`src/rtl/agu_pkg.sv`:
```
// Package: shared sizing for the load/store address unit.
// Assumes a byte-addressed memory with power-of-two word width.
package agu_pkg;
    localparam int unsigned AGU_ADDR_W = 32;
    localparam int unsigned AGU_IMM_W  = 12;
    localparam int unsigned AGU_LANES  = 4;

    // Combined result of one address computation.
    typedef struct packed {
        logic [AGU_ADDR_W-1:0] addr;
        logic [AGU_LANES-1:0]  lanes;
        logic                  mis;
        logic [AGU_ADDR_W-1:0] nbase;
        logic                  wb;
    } agu_result_t;
endpackage

```
`src/rtl/agu_offset_sel.sv`:
```
// Module: chooses the offset source.
// An immediate is unsigned and zero-extended; a register offset is used whole.
// Assumes IMM_W < ADDR_W.
module agu_offset_sel #(
    parameter int unsigned ADDR_W = 32,
    parameter int unsigned IMM_W  = 12
) (
    input  logic [IMM_W-1:0]  imm_off,
    input  logic [ADDR_W-1:0] reg_off,
    input  logic              off_is_reg,
    output logic [ADDR_W-1:0] off_mag
);
    localparam int unsigned PAD_W = ADDR_W - IMM_W;

    // Pick the register offset or the zero-extended immediate.
    always_comb begin
        if (off_is_reg) off_mag = reg_off;
        else            off_mag = {{PAD_W{1'b0}}, imm_off};
    end
endmodule

```
`src/rtl/agu_adder.sv`:
```
// Module: adds or subtracts the offset magnitude from the base, modulo 2^ADDR_W.
// Assumes the offset is an unsigned magnitude; direction is given separately.
module agu_adder #(
    parameter int unsigned ADDR_W = 32
) (
    input  logic [ADDR_W-1:0] base,
    input  logic [ADDR_W-1:0] off_mag,
    input  logic              add_up,
    output logic [ADDR_W-1:0] sum
);
    // Apply the offset in the requested direction.
    always_comb begin
        if (add_up) sum = base + off_mag;
        else        sum = base - off_mag;
    end
endmodule

```
`src/rtl/agu_lane_decode.sv`:
```
// Module: turns the low address bits into byte lane enables and a misalignment flag.
// A byte access selects one lane; a word access selects all lanes and is
// misaligned when the low bits are not zero. Assumes LANES is a power of two.
module agu_lane_decode #(
    parameter int unsigned LANES = 4,
    localparam int unsigned IDX_W = $clog2(LANES)
) (
    input  logic [IDX_W-1:0] addr_lo,
    input  logic             is_byte,
    output logic [LANES-1:0] lane_en,
    output logic             misaligned
);
    // One enable per lane: set for its own index on byte access, always on word access.
    for (genvar g = 0; g < LANES; g++) begin : g_lane
        assign lane_en[g] = !is_byte || (addr_lo == IDX_W'(g));
    end

    // Flag a word access whose address is off a word boundary.
    always_comb misaligned = !is_byte && (addr_lo != '0);
endmodule

```
`src/rtl/agu_core.sv`:
```
// Module: load/store effective address unit (top).
// Computes the memory address, the lane enables, the new base value and the
// base writeback enable for pre-indexed, pre-indexed-with-writeback and
// post-indexed requests. The result is registered: one cycle of latency.
// Assumes the requester supplies a stable request only in cycles with req_valid.
module agu_core
    import agu_pkg::*;
#(
    parameter int unsigned ADDR_W = AGU_ADDR_W,
    parameter int unsigned IMM_W  = AGU_IMM_W,
    parameter int unsigned LANES  = AGU_LANES
) (
    input  logic              clk,
    input  logic              rst_n,
    input  logic              req_valid,
    input  logic [ADDR_W-1:0] base_val,
    input  logic [IMM_W-1:0]  imm_off,
    input  logic [ADDR_W-1:0] reg_off,
    input  logic              off_is_reg,
    input  logic              add_up,
    input  logic              pre_idx,
    input  logic              wb_req,
    input  logic              is_byte,
    output logic              rsp_valid,
    output logic [ADDR_W-1:0] mem_addr,
    output logic [LANES-1:0]  lane_en,
    output logic              misaligned,
    output logic [ADDR_W-1:0] new_base,
    output logic              base_wr_en
);
    localparam int unsigned IDX_W = $clog2(LANES);

    logic [ADDR_W-1:0] off_mag;
    logic [ADDR_W-1:0] sum;
    logic [ADDR_W-1:0] addr_c;
    logic [LANES-1:0]  lanes_c;
    logic              mis_c;
    logic              wb_c;
    logic [ADDR_W-1:0] nbase_c;

    agu_offset_sel #(.ADDR_W(ADDR_W), .IMM_W(IMM_W)) u_off (
        .imm_off    (imm_off),
        .reg_off    (reg_off),
        .off_is_reg (off_is_reg),
        .off_mag    (off_mag)
    );

    agu_adder #(.ADDR_W(ADDR_W)) u_add (
        .base    (base_val),
        .off_mag (off_mag),
        .add_up  (add_up),
        .sum     (sum)
    );

    // Address is the sum when pre-indexed, the untouched base when post-indexed.
    always_comb addr_c = pre_idx ? sum : base_val;

    // Post-indexed always writes back; pre-indexed only on request.
    always_comb wb_c = !pre_idx || wb_req;

    // Base value offered for writeback; the original base when none happens.
    always_comb nbase_c = wb_c ? sum : base_val;

    agu_lane_decode #(.LANES(LANES)) u_lane (
        .addr_lo    (addr_c[IDX_W-1:0]),
        .is_byte    (is_byte),
        .lane_en    (lanes_c),
        .misaligned (mis_c)
    );

    // Result register: capture a request, clear the strobes when idle.
    always_ff @(posedge clk) begin
        if (!rst_n) begin
            rsp_valid  <= 1'b0;
            base_wr_en <= 1'b0;
            mem_addr   <= '0;
            lane_en    <= '0;
            misaligned <= 1'b0;
            new_base   <= '0;
        end else begin
            rsp_valid  <= req_valid;
            base_wr_en <= req_valid && wb_c;
            if (req_valid) begin
                mem_addr   <= addr_c;
                lane_en    <= lanes_c;
                misaligned <= mis_c;
                new_base   <= nbase_c;
            end
        end
    end

    // Assertions guarding the registered result.
    AST_WB_ONLY_WITH_RSP: assert property (@(posedge clk) disable iff (!rst_n)
        base_wr_en |-> rsp_valid);
    AST_RSP_FOLLOWS_REQ: assert property (@(posedge clk) disable iff (!rst_n)
        (rst_n && req_valid) |=> rsp_valid);
    AST_POST_ALWAYS_WB: assert property (@(posedge clk) disable iff (!rst_n)
        (rst_n && req_valid && !pre_idx) |=> base_wr_en);
    AST_POST_ADDR_IS_BASE: assert property (@(posedge clk) disable iff (!rst_n)
        (rst_n && req_valid && !pre_idx) |=> (mem_addr == $past(base_val)));
    AST_PRE_NOWB_HOLDS_BASE: assert property (@(posedge clk) disable iff (!rst_n)
        (rst_n && req_valid && pre_idx && !wb_req) |=> (!base_wr_en && new_base == $past(base_val)));
    AST_LANE_SHAPE: assert property (@(posedge clk) disable iff (!rst_n)
        rsp_valid |-> ($countones(lane_en) == 1 || lane_en == '1));
    AST_MISALIGN_WORD_ONLY: assert property (@(posedge clk) disable iff (!rst_n)
        misaligned |-> (lane_en == '1 && mem_addr[IDX_W-1:0] != '0));
endmodule

```
`config.mk`:
```
export PLATFORM = sky130hd
export DESIGN_NAME = agu_core
export DESIGN_NICKNAME = d
export VERILOG_FILES = /design/src/rtl/agu_pkg.sv /design/src/rtl/agu_offset_sel.sv /design/src/rtl/agu_adder.sv /design/src/rtl/agu_lane_decode.sv /design/src/rtl/agu_core.sv
export SDC_FILE = /design/constraint.sdc
export NUM_CORES = 1
export LEC_CHECK = 0
export CAP_MARGIN = 20
export CELL_PAD_IN_SITES_DETAIL_PLACEMENT = 1
export CELL_PAD_IN_SITES_GLOBAL_PLACEMENT = 1
export CORE_UTILIZATION = 33
export CTS_BUF_LIST = sky130_fd_sc_hd__clkbuf_4
export DETAILED_ROUTE_END_ITERATION = 16
export PLACE_DENSITY = 0.8
export SYNTH_ARGS = -nofsm -noshare
export SYNTH_HDL_FRONTEND = slang
export SYNTH_SLANG_ARGS = --single-unit
```
`constraint.sdc`:
```
create_clock -name clk -period 5.9 [get_ports clk]
set_input_delay 0.885 -clock clk [delete_from_list [all_inputs] [get_ports clk]]
set_output_delay 0.885 -clock clk [all_outputs]
set_load 0.03 [all_outputs]
```
==> flow_summary.toml <==
[power]
leakage_nw = 3.111
powerDensity_nw_per_um2 = 230.7
totalPowerFinal_w = 0.001804
ir_drop_mv = 0.1069

[route]
via_per_inst = 5.629
vias = 6552
drtIter0Drc = 459
avgRoutedWirePerCell_um = 18.48
post-route-drc-count = 0
dr.pass1.iters = 5
routed_wl_mm = 21.52
ant_nets = 0

[sta]
fin_worst_skew_ns = 0
worst_pin_slew_ns = 0.6200
grt_setup_unrepaired = "no"
final.setup.tns_ns = 0
slew_viol_final = 0
period_share_pct = 86.84
fmax_ghz = 0.1952
setup_viol = 0
layout_setup_ws_ns = 0.7764
period_needed_ns = 5.124
finalHoldViolCount = 0
slew_headroom_pct = 58.51

[logic_synthesis]
ys_ff_latch = 71
yosysTopAreaCell = "dfxtp_1"
synth_ff_type = "dfxtp_1"
yosysWarnings = 0
synthCells = 812
syn_area_um2 = 5972
yosysTopAreaCellShare_pct = 23.80
synth_area_leaders = "dfxtp_1 24%, ha_1 7.8%, a21oi_1 7.0%"
synth_cell_types = 70
syn_area_per_cell_um2 = 7.355
async_flop_share_pct = 0
syn_nets = 934
synth-edff-count = 0
yosysSeqAreaShare_pct = 23.80

[clocking]
ctsHtreeMaxLevel = 3
cts_hold_buf = 0
cts.sinks = 71
cts_resized = 0
cts_root_buf = "clkbuf_4"
cts_tree = "yes"
cts_buffer_depth = 2
clock_latency_ns = 0.43
cts_inserted_buffers = 9
postCtsSetupRepairBufs = 0
clk_pin_slew_ns = 0.11

[die]
die-area_um2 = 18640
core-area_um2 = 17480
io_pins = 155
die_y_um = 136.5
die_x_um = 136.5
initial_utilization_pct = 34.17
core.rowCount = 48

[run_status]
status = "completed"

[global_routing]
track_usage_pct = 23.08
overflow = 0
grt_pass1_wl_mm = 33.44
grt_max_degree = 64
grt_pass1_vias = 6187
antenna_found_initial = 1

[worst_setup_path]
reg2reg_to = "new_base[30]"
max_stage_delay_ns = 0.48
crit_slowest_cell = "or4b_1"
path_class = "in -> reg"
worstSetupStartpointType = "primary input"
crit_path_frequent_cell = "nor2_1"
r2r_setup_slack_ns = 5.11
path_max_fanout = 24
worstPathCellList = "buf_2 -> mux2i_1 -> ha_1 -> o211ai_1 -> nor2_1 -> and3_1 -> a21boi_1 -> nor2_1 -> nor3_1 -> a311oi_1 -> ha_1 -> nand2_1 -> or2_0 -> or3b_1 -> o21ai_0 -> o31ai_1 -> or4b_1 -> o2111ai_1 -> nor2_1"
r2r-start = "new_base[30]"
arrival_ns = 5.45
critPathCaptureType = "flip-flop"
crit_start = "off_is_reg"
endpoint = "mem_addr[31]"
reg2reg_depth = 2
required_ns = 6.22

[place]
place_ws_ns = 0.3904
place.port_buffers = 154
hpwlAfterDp_mm = 16.83
gp_congestion = 0.9115

[finish]
nFillCells = 2117
area_delta_synth_final_pct = 30.97
drive_above_1_share_pct = 3.625
nets = 1056

[job]
maxCapViolCount = 0

[min_path]
hold_start = "new_base[23]"
worstHoldPathType = "reg -> reg"
==> worst max-delay path, delay by kind of cell <==
| family | cells | cell delay (ns) |
|---|---|---|
| AOI/OAI and AO/OA | 6 | 1.09 |
| adders and majority gates | 2 | 0.66 |
| buffers and inverters | 1 | 0.37 |
| muxes | 1 | 0.35 |
| and+or+nand+nor | 9 | 2.09 |
==> layer usage <==
metal	vias to the layer above	routed length (um)	track usage, %	part of all wire [%]
met4	0	284	5.926	1.3
met5	-	0	0	0
met3	21	1235	2.370	5.7
met1	3129	10580	34.19	49
li1	3220	-	-	-
met2	182	9417	35.22	44
==> power breakdown <==
group	internal [W]	switching [W]	total (W)
registers	0.000530	0.0000314	0.000562
clock network	0.000168	0.000189	0.000357
logic	0.000361	0.000525	0.000886
==> flip-flops by register name, summed over array words and instances, names as in the netlist <==
signal      cells
rsp_valid       1
base_wr_en      1
misaligned      1
lane_en         4
new_base       32
mem_addr       32
==> stage by stage <==
stage	util [%]	area, um2	hold WS [ns]	cells
2_1_floorplan	-	5972	0.5907	812
3_3_place_gp	43.86	7665	0.4637	1148
3_5_place_dp	43.86	7665	0.4799	1148
4_1_cts	44.74	7819	0.4972	1163
5_1_grt	44.75	7821	0.5143	1164
6_report	44.75	7821	0.4916	1164
==> cell type report <==
type | instances | area (um2) | share of cell area [%]
antenna | 1 | 2.502 | 0.03199
inverter | 18 | 67.56 | 0.8639
clock inverter | 6 | 86.33 | 1.104
multi-input combinational | 668 | 4270 | 54.60
sequential | 71 | 1421 | 18.17
clock buffer | 9 | 67.56 | 0.8639
timing repair buffer | 166 | 1624 | 20.76
tap | 225 | 281.5 | 3.599
==> kinds of logic after synthesis <==
logic type / share of synthesized area, %
AOI/OAI and AO/OA: 28.93
xor gates and xnor gates: 6.306
adders and majority gates: 8.087
buffers and inverters: 4.735
DFF: 23.80
muxes: 5.699
and+or+nand+nor: 22.44
==> cells in the mapped netlist, types with 9 or more instances <==
cell        n
a211oi_1   22
mux2i_1    34
nand3_1    21
nand2_1    78
ha_1       37
xor2_1     11
clkbuf_1   44
buf_1       9
or3_1      11
a21oi_1    83
a311oi_1   19
nand2b_1   10
a31oi_1    16
inv_1      17
xnor2_1    32
dfxtp_1    71
nor3_1     15
o21ai_0    48
a21o_1     16
nor2_1    101
==> worst min-delay path by stage <==
| stage | to | slack [ns] | depth (start not counted) |
|---|---|---|---|
| 3_5_place_dp | new_base[13] | 0.48 | 2 |
| 3_3_place_gp | new_base[13] | 0.46 | 2 |
| 2_1_floorplan | new_base[13] | 0.59 | 2 |
| 5_1_grt | mem_addr[9] | 0.51 | 2 |
| 4_1_cts | new_base[13] | 0.50 | 2 |
| 6_report | new_base[23] | 0.49 | 2 |
==> cell usage in the layout (no fill, tap or decap), types with 6 or more instances in the layout <==
cell type / netlist / layout
a211oi_1: 22 / 22
a21o_1: 16 / 16
a21oi_1: 83 / 83
a311oi_1: 19 / 19
a31oi_1: 16 / 16
and3_1: 7 / 7
buf_4: 0 / 13
clkbuf_4: 0 / 9
clkdlybuf4s50_1: 0 / 152
dfxtp_1: 71 / 71
ha_1: 37 / 37
inv_1: 17 / 17
mux2i_1: 34 / 34
nand2_1: 78 / 78
nand2b_1: 10 / 10
nand3_1: 21 / 21
nand4_1: 6 / 6
nor2_1: 101 / 100
nor3_1: 15 / 15
nor4_1: 7 / 7
o21a_1: 6 / 6
o21ai_0: 48 / 48
o21ai_1: 8 / 8
or3_1: 11 / 11
xnor2_1: 32 / 32
xor2_1: 11 / 11
(Power assumes the default switching activity.)
